--- src/rtl/irqc_pkg.sv ---
package irqc_pkg;

    localparam int SLOTS   = 4;
    localparam int LINES   = 2;
    localparam int REQ_W   = SLOTS * LINES;
    localparam int ERR_W   = 4;
    localparam int TMO_W   = SLOTS;
    localparam int ADDR_W  = 8;
    localparam int DATA_W  = 16;
    localparam int CTRL_W  = 8;
    localparam int SLOT_IW = $clog2(SLOTS);

    localparam logic [ADDR_W-1:0] OFS_REVISION  = 8'h00;
    localparam logic [ADDR_W-1:0] OFS_CTRL_BASE = 8'h02;
    localparam logic [ADDR_W-1:0] OFS_SOFT_RST  = 8'h0A;
    localparam logic [ADDR_W-1:0] OFS_STATUS    = 8'h0C;

    // Per-slot control byte; field positions are software visible.
    typedef struct packed {
        logic [LINES-1:0] line_en;   // bits 7:6
        logic [LINES-1:0] edge_md;   // bits 5:4
        logic             err_ie;    // bit 3
        logic             tmo_ie;    // bit 2
        logic             recover;   // bit 1
        logic             clk_rate;  // bit 0
    } slot_ctrl_t;

    // Shared status word: timeouts 15:12, errors 11:8, requests 7:0.
    typedef struct packed {
        logic [TMO_W-1:0] tmo;
        logic [ERR_W-1:0] err;
        logic [REQ_W-1:0] req;
    } stat_t;

    typedef struct packed {
        logic               hit;
        logic [SLOT_IW-1:0] idx;
    } slot_sel_t;

    // Control offsets are spaced by two starting at OFS_CTRL_BASE.
    function automatic slot_sel_t decode_ctrl(input logic [ADDR_W-1:0] a);
        slot_sel_t s;
        s.hit = 1'b0;
        s.idx = '0;
        for (int n = 0; n < SLOTS; n++) begin
            if (a == OFS_CTRL_BASE + ADDR_W'(2 * n)) begin
                s.hit = 1'b1;
                s.idx = SLOT_IW'(n);
            end
        end
        return s;
    endfunction

endpackage

--- src/rtl/irqc_regfile.sv ---
module irqc_regfile
    import irqc_pkg::*;
(
    input  logic              clk,
    input  logic              rst,
    input  logic              wr_en,
    input  logic [ADDR_W-1:0] addr,
    input  logic [DATA_W-1:0] wdata,
    input  stat_t             status_q,
    output logic [REQ_W-1:0]  en_q,
    output logic [REQ_W-1:0]  edge_q,
    output logic [REQ_W-1:0]  edge_d,
    output logic              stat_wr,
    output logic [DATA_W-1:0] rdata
);

    slot_ctrl_t [SLOTS-1:0] ctrl_q;
    slot_ctrl_t [SLOTS-1:0] ctrl_d;
    slot_sel_t              sel;
    logic                   past_ok;
    logic                   unused_hi_w;

    assign sel         = decode_ctrl(addr);
    assign unused_hi_w = ^wdata[DATA_W-1:CTRL_W];

    always_comb begin
        ctrl_d = ctrl_q;
        if (wr_en && sel.hit) begin
            ctrl_d[sel.idx] = slot_ctrl_t'(wdata[CTRL_W-1:0]);
        end
    end

    always_ff @(posedge clk) begin
        if (rst) begin
            ctrl_q  <= '0;
            past_ok <= 1'b0;
        end else begin
            ctrl_q  <= ctrl_d;
            past_ok <= 1'b1;
        end
    end

    assign stat_wr = wr_en && (addr == OFS_STATUS);

    // Revision and soft-reset offsets fall through to zero with the rest.
    always_comb begin
        rdata = '0;
        if (sel.hit) begin
            rdata = DATA_W'(ctrl_q[sel.idx]);
        end else if (addr == OFS_STATUS) begin
            rdata = DATA_W'(status_q);
        end
    end

    for (genvar s = 0; s < SLOTS; s++) begin : g_slot
        for (genvar k = 0; k < LINES; k++) begin : g_line
            assign en_q[s*LINES+k]   = ctrl_q[s].line_en[k];
            assign edge_q[s*LINES+k] = ctrl_q[s].edge_md[k];
            assign edge_d[s*LINES+k] = ctrl_d[s].edge_md[k];
        end

        AST_CTRL_STORED: assert property (@(posedge clk) disable iff (rst)
            (past_ok && $past(wr_en && sel.hit && sel.idx == SLOT_IW'(s)))
            |-> (ctrl_q[s] == $past(slot_ctrl_t'(wdata[CTRL_W-1:0]))));
    end

    AST_OTHER_WRITE_NO_CTRL: assert property (@(posedge clk) disable iff (rst)
        (past_ok && $past(wr_en && !sel.hit)) |-> $stable(ctrl_q));

endmodule

--- src/rtl/irqc_status.sv ---
module irqc_status
    import irqc_pkg::*;
(
    input  logic              clk,
    input  logic              rst,
    input  logic [REQ_W-1:0]  line_en,
    input  logic [REQ_W-1:0]  mod_req,
    input  logic [TMO_W-1:0]  tmo_evt,
    input  logic [ERR_W-1:0]  err_in,
    input  logic              stat_wr,
    input  logic [DATA_W-1:0] wdata,
    output stat_t             status_q,
    output stat_t             status_d,
    output logic [REQ_W-1:0]  ack_q
);

    stat_t            clr;
    logic [TMO_W-1:0] tmo_clr;
    logic             past_ok;
    logic             unused_err_w;

    assign clr          = stat_t'(wdata);
    assign tmo_clr      = stat_wr ? clr.tmo : '0;
    assign unused_err_w = ^clr.err;

    always_comb begin
        status_d.req = (mod_req & line_en) | (status_q.req & ~line_en);
        status_d.err = err_in;
        status_d.tmo = (status_q.tmo & ~tmo_clr) | tmo_evt;
    end

    always_ff @(posedge clk) begin
        if (rst) begin
            status_q <= '0;
            ack_q    <= '0;
            past_ok  <= 1'b0;
        end else begin
            status_q <= status_d;
            ack_q    <= stat_wr ? clr.req : '0;
            past_ok  <= 1'b1;
        end
    end

    AST_DISABLED_HOLD: assert property (@(posedge clk) disable iff (rst)
        past_ok |-> (((status_q.req ^ $past(status_q.req)) & ~$past(line_en)) == '0));

    AST_TMO_CLEARED: assert property (@(posedge clk) disable iff (rst)
        past_ok |-> ((status_q.tmo & $past(tmo_clr & ~tmo_evt)) == '0));

    AST_ACK_NEEDS_WRITE: assert property (@(posedge clk) disable iff (rst)
        (past_ok && (ack_q != '0)) |-> $past(stat_wr));

    AST_ERR_MIRROR: assert property (@(posedge clk) disable iff (rst)
        past_ok |-> (status_q.err == $past(err_in)));

endmodule

--- src/rtl/irqc_irq_gen.sv ---
module irqc_irq_gen
    import irqc_pkg::*;
(
    input  logic             clk,
    input  logic             rst,
    input  logic [REQ_W-1:0] req_q,
    input  logic [REQ_W-1:0] req_d,
    input  logic [REQ_W-1:0] edge_q,
    input  logic [REQ_W-1:0] edge_d,
    output logic             host_irq
);

    logic level_d;
    logic pulse_d;
    logic level_now;
    logic past_ok;

    // Level part uses only non-edge lines; edge part only fresh rises.
    assign level_d   = |(req_d & ~edge_d);
    assign pulse_d   = |(req_d & ~req_q & edge_d);
    assign level_now = |(req_q & ~edge_q);

    always_ff @(posedge clk) begin
        if (rst) begin
            host_irq <= 1'b0;
            past_ok  <= 1'b0;
        end else begin
            host_irq <= level_d | pulse_d;
            past_ok  <= 1'b1;
        end
    end

    AST_LEVEL_HOLDS: assert property (@(posedge clk) disable iff (rst)
        level_now |-> host_irq);

    AST_PULSE_HAS_RISE: assert property (@(posedge clk) disable iff (rst)
        (past_ok && host_irq && !level_now)
        |-> ((req_q & ~$past(req_q) & edge_q) != '0));

endmodule

--- src/rtl/irq_status_ctrl.sv ---
module irq_status_ctrl
    import irqc_pkg::*;
(
    input  logic              clk,
    input  logic              rst,
    input  logic              reg_wr,
    input  logic [ADDR_W-1:0] reg_addr,
    input  logic [DATA_W-1:0] reg_wdata,
    output logic [DATA_W-1:0] reg_rdata,
    input  logic [REQ_W-1:0]  mod_req,
    input  logic [TMO_W-1:0]  tmo_evt,
    input  logic [ERR_W-1:0]  err_flags,
    output logic [REQ_W-1:0]  mod_ack,
    output logic              host_irq
);

    stat_t            status_q;
    stat_t            status_d;
    logic [REQ_W-1:0] en_q;
    logic [REQ_W-1:0] edge_q;
    logic [REQ_W-1:0] edge_d;
    logic             stat_wr;

    irqc_regfile u_regs (
        .clk      (clk),
        .rst      (rst),
        .wr_en    (reg_wr),
        .addr     (reg_addr),
        .wdata    (reg_wdata),
        .status_q (status_q),
        .en_q     (en_q),
        .edge_q   (edge_q),
        .edge_d   (edge_d),
        .stat_wr  (stat_wr),
        .rdata    (reg_rdata)
    );

    irqc_status u_status (
        .clk      (clk),
        .rst      (rst),
        .line_en  (en_q),
        .mod_req  (mod_req),
        .tmo_evt  (tmo_evt),
        .err_in   (err_flags),
        .stat_wr  (stat_wr),
        .wdata    (reg_wdata),
        .status_q (status_q),
        .status_d (status_d),
        .ack_q    (mod_ack)
    );

    irqc_irq_gen u_irq (
        .clk      (clk),
        .rst      (rst),
        .req_q    (status_q.req),
        .req_d    (status_d.req),
        .edge_q   (edge_q),
        .edge_d   (edge_d),
        .host_irq (host_irq)
    );

endmodule

--- config.mk ---
export PLATFORM = sky130hd
export DESIGN_NAME = irq_status_ctrl
export DESIGN_NICKNAME = d
export VERILOG_FILES = /design/src/rtl/irqc_pkg.sv /design/src/rtl/irqc_regfile.sv /design/src/rtl/irqc_status.sv /design/src/rtl/irqc_irq_gen.sv /design/src/rtl/irq_status_ctrl.sv
export SDC_FILE = /design/constraint.sdc
export NUM_CORES = 1
export LEC_CHECK = 0
export CAP_MARGIN = 5
export CORE_MARGIN = 1
export CORE_UTILIZATION = 40
export DETAILED_ROUTE_END_ITERATION = 10
export DONT_BUFFER_PORTS = 1
export PLACE_DENSITY = 0.62
export SYNTH_ARGS = -nofsm -noshare
export SYNTH_HDL_FRONTEND = slang
export SYNTH_SLANG_ARGS = --single-unit
--- constraint.sdc ---
create_clock -name clk -period 2.88 [get_ports clk]
set_input_delay 0.72 -clock clk [delete_from_list [all_inputs] [get_ports clk]]
set_output_delay 0.72 -clock clk [all_outputs]
set_load 0.005 [all_outputs]
Word-level counts from Yosys, hierarchy flattened:

Index checks and enable logic that the tools add are counted.

* bits in registers: 57
* bits in latches: 0
* bits in writable memories: 0
* memory bits (read-only): 0
* input bits: 43
* output and inout bits: 25
* logic and storage cells: 69
* memories: 0

* $add $sub $neg: 0
* multipliers: 0
* div/mod/pow operators: 0
* order comparisons: 2
* eq/ne operators: 5
* shift-type cells: 0
* multiplexer cells: 13
* bitwise logic cells: 14
* reductions and logical operators: 6

Operator list (count)
* AND 8 bit: 5
* bitwise mux 32 bit: 1
* 2-to-1 mux 16 bit: 2
* 2-to-1 mux 30 bit: 1
* NOT 8 bit: 3
* binary-select mux 8 bit (select 2 bit): 1
* demux 8 bit (select 2 bit): 1
* == test 8 x 3 -> 1 bit (second input constant): 2
* == test 8 x 4 -> 1 bit (second input constant): 2
* 2-to-1 mux 8 bit: 2
* OR reduction 8 bit: 2
* 2-to-1 mux 3 bit: 4
* == test 8 x 2 -> 1 bit (second input constant): 1
* OR 8 bit: 1
* AND 4 bit: 1
* 2-to-1 mux 4 bit: 1
* NOT 4 bit: 1
* OR 4 bit: 1
* logical AND 1 bit: 3
* less-than comparator 2 x 3 -> 1 bit (second input constant): 1
* greater-or-equal comparator 2 x 1 -> 1 bit (second input constant): 1
* OR reduction 2 bit: 1
* NOT 1 bit: 1
* OR 1 bit: 1

Longest topological paths before layout:

* depth after elaboration: 15
* mapped depth: 7
* depth with buffers taken out: 5

Cells and area by module:

Synthesis repeated with hierarchy kept, for this count alone.

* cell total of the unflattened synthesis: 287
* area total of the unflattened synthesis: 2830.2 µm²

Modules (own cells, without submodules)
* irqc_regfile: times used 1, cells an instance 181, area an instance 1754.2 µm², sequential area each 640.6 µm²
* irqc_status: times used 1, cells an instance 79, area an instance 913.4 µm², sequential area each 480.5 µm²
* irqc_irq_gen: times used 1, cells an instance 27, area an instance 162.7 µm², sequential area each 20.0 µm²

Least setup slack after synthesis:

OpenSTA, ideal clock, no wires.

* kind: input to output
* start: input port reg_addr[0]
* end: output port reg_rdata[13]
* arrival: 1865 ps
* required time: 2160 ps
* setup slack: 295 ps
* stages on the path: 4
* buffers on the path: 1
* cell sequence: or3_1 > nor3_1 > clkbuf_1 > and2_1

* word-level cells in the longest chain between the ends: 6
* elaborated cells between the ends (all ways): 11
* classes of those cells: eq/ne: 5; mux: 6

RTL lines
* start, declared: RTL line irq_status_ctrl.sv:7 `input logic [ADDR_W-1:0] reg_addr,`
* == test 8 x 2 -> 1 bit: RTL line irqc_pkg.sv:46 `if (a == OFS_CTRL_BASE + ADDR_W'(2 * n)) begin`
* 2-to-1 mux 3 bit (4 in series): RTL line irqc_pkg.sv:46
* 2-to-1 mux 16 bit *: RTL line irqc_regfile.sv:48 `if (sel.hit) begin`
* end, declared: RTL line irq_status_ctrl.sv:9 `output logic [DATA_W-1:0] reg_rdata,`

Every way passes the cells marked *; elsewhere a longest branch is shown, timed or not.

Worst setup path in the final report:

* start: input port reg_addr[0]
* end: output port reg_rdata[5]

* word-level cells in the longest chain between the ends: 7
* elaborated cells between the ends (all ways): 13
* classes of those cells: eq/ne: 5; mux: 8

RTL lines
* == test 8 x 3 -> 1 bit: RTL line irqc_pkg.sv:46
* 2-to-1 mux 3 bit (3 in series): RTL line irqc_pkg.sv:46
* binary-select mux 8 bit (select 2 bit): RTL line irqc_regfile.sv:49 `rdata = DATA_W'(ctrl_q[sel.idx]);`
* 2-to-1 mux 8 bit (implied by the code): RTL line irqc_regfile.sv:49
* 2-to-1 mux 16 bit *: RTL line irqc_regfile.sv:48

Every way passes the cells marked *; elsewhere a longest branch is shown, timed or not. The select of a mux whose other input is x is not followed.

==> metrics.txt <==
DRT iter0 DRCs 106; Port Buffers 0; status finished, final reports clean; sequential area share after synthesis 0.454; DRC 0; power per cell area 556 nW/um^2; CTS clock-pin slew for the worst setup and hold paths 60 ps; critical-path cell with the highest stage delay or3_1; area share of the largest cell type after synthesis 0.454; setup_tns 0 ps; Final Hold Fails 0; GRT Util Overall 0.198; hold_buf cts 0; Gate Count Post-Synth 276; first-pass GRT wire length 9230 um; vias after detailed routing 1963; # setup viols final 0; initial antenna violation count 0; setup bufs post-CTS 0; Yosys warning total 0; total gr overflow 0; Final Wtd Congestion 0.809; Die Y 81.2 um; Tcrit/Tclk final 0.934; most frequent cells in the layout 57 x dfxtp_1, 50 x nor2_1, 41 x mux2i_1, 20 x a21oi_1, 17 x and2_1; number of nets with antenna violations after routing 0; DP Wirelength 4090 um; CP Capture Type primary output; Slew HR 0.640; DR vias/cell 5.47; Die Width 81.2 um; io pins 68; vias in the first global route 1784; clk_lat worst skew 350 ps; diode count 0; Worst VDD drop 0.305 mV; Rows 28; Synth area leader dfxtp_1; Initial Util 0.419; drt pass-1 iters 5; commonest non-fill, non-tap cell in the layout dfxtp_1; share of cells above drive strength 1 0.116; Std-Cell Core Area 5990 um^2; FMAX 372 MHz; Routed WL per cell 17.2 um; largest net degree at the start of global routing 51; final worst slack 191 ps; CP max stage delay 460 ps; Worst Path Arrival 1970 ps; Fin Clk Skew 8.87 ps; max cap viols 0; Crit Path Class input port to primary output; Reg area 1140 um^2; total CTS buffers 9; Max clock buf depth 2; pre-CTS setup slack 213 ps; PostCTS Resize Cnt 0; H-tree depth 3; final wirelength 6160 um; syn_nets 319; Mapped Area 2510 um^2; crit path max fanout 10; Clock Tree Root clkbuf_8; Leak 1.20 nW; synthesis-stage register bit count 57; synth unique cells 33; synth top area cells dfxtp_1 45%, mux2i_1 16%, nor2_1 7.5%; Worst Tran Pin Value 540 ps; Setup crit start kind input port; Max Slew Vio Count 0; CTS Sinks 57; Die ar. 6600 um^2; Tmin final 2690 ps; critical path buffer and inverter count 0; post-synthesis average cell area 9.10 um^2; critical path, cell by cell or3_1 -> or2_2 -> o21ai_0; CP delay by family, top simple AND/OR/NAND/NOR gates; RSZ-0062 raised after global routing no; synthesis-to-layout area growth 11.5%; CTS tree done; Worst Path Required 2160 ps; Fill cells 583; NumNets Final 322; multi-input logic area 1300 um^2; HP Class input port to register
## registers in the layout, summed over array words and instances, names as in the netlist
signal / cells
u_irq.host_irq: 1
u_regs.ctrl_q: 16
u_regs.edge_q: 8
u_regs.en_q: 8
u_status.ack_q: 8
u_status.status_q: 16
## cells in the mapped netlist
cell / instances
a21boi_0: 2
a222oi_1: 6
a21oi_1: 20
clkbuf_1: 14
nor4b_4: 1
or3_1: 2
nand2_1: 14
dfxtp_1: 57
nand3_1: 6
a22oi_1: 2
nor2b_1: 6
and3_1: 1
nor2_1: 50
nand4bb_1: 1
nand3_4: 1
or2_2: 2
o22a_1: 1
nand3b_1: 1
and2_1: 17
buf_2: 2
o211ai_1: 4
and4_1: 1
nor3b_2: 1
nor3_1: 1
inv_1: 2
nor3_2: 1
a31o_2: 2
a31oi_1: 3
nand4_1: 4
buf_4: 1
o21ai_0: 8
mux2i_1: 41
o32a_1: 1
## worst register-to-register path: cells and delay by family, from the launching register on
kind,cells,cell delay (ps)
compound gates,2,150
flops,1,360
mux,2,470
simple gates,1,190
## cell families (layout without fill, tap and decap cells)
family	count (synthesis)	after routing	synth area share
buffers and inverters	19	27	0.0309
flip-flops	57	57	0.454
AND/OR/NAND/NOR	110	110	0.226
multiplexers	41	41	0.163
AO/OA/AOI/OAI	49	49	0.126
## through the flow
stage	power [mW]	hold slack (ps)	std cells	instance area [um^2]	util
floorplan	0.855	443	276	2510	-
global placement	0.851	455	343	2610	0.435
detailed placement	0.852	464	343	2610	0.435
CTS	1.57	430	359	2800	0.467
global route	1.60	431	359	2800	0.467
finish	1.56	438	359	2800	0.467
## per-layer routing
metal	vias to the layer above	track usage	share of wire
met5	-	0	0
met1	915	0.257	0.46
met2	57	0.290	0.46
met3	12	0.0573	0.055
li1	979	-	-
met4	0	0.114	0.029
## cell type report
| cell class | instances | area share |
|---|---|---|
| multi-input cells | 200 | 0.463 |
| well taps | 75 | 0.0335 |
| clock buffers | 14 | 0.0652 |
| flip-flops and latches | 57 | 0.408 |
| inverters | 2 | 0.00268 |
| repair buffers | 9 | 0.0241 |
| clock inverters | 2 | 0.00357 |
## final timing paths
kind / from / to / slack, ps / cells after the start
setup reg to reg: u_regs.en_q[1] / u_irq.host_irq / 1580 / 5
hold / removal: rst / u_regs.en_q[4] / 440 / 1
setup / recovery: reg_addr[0] / reg_rdata[5] / 190 / 3
hold reg to reg: u_status.status_q[15] / u_status.status_q[15] / 470 / 2
## power by group
group	switching, mW	internal, mW	leakage [nW]	total [mW]
registers	0.00277	0.796	0.461	0.799
logic	0.0202	0.0159	0.632	0.0361
clock network	0.319	0.404	0.102	0.723
(Power assumes the default switching activity.)
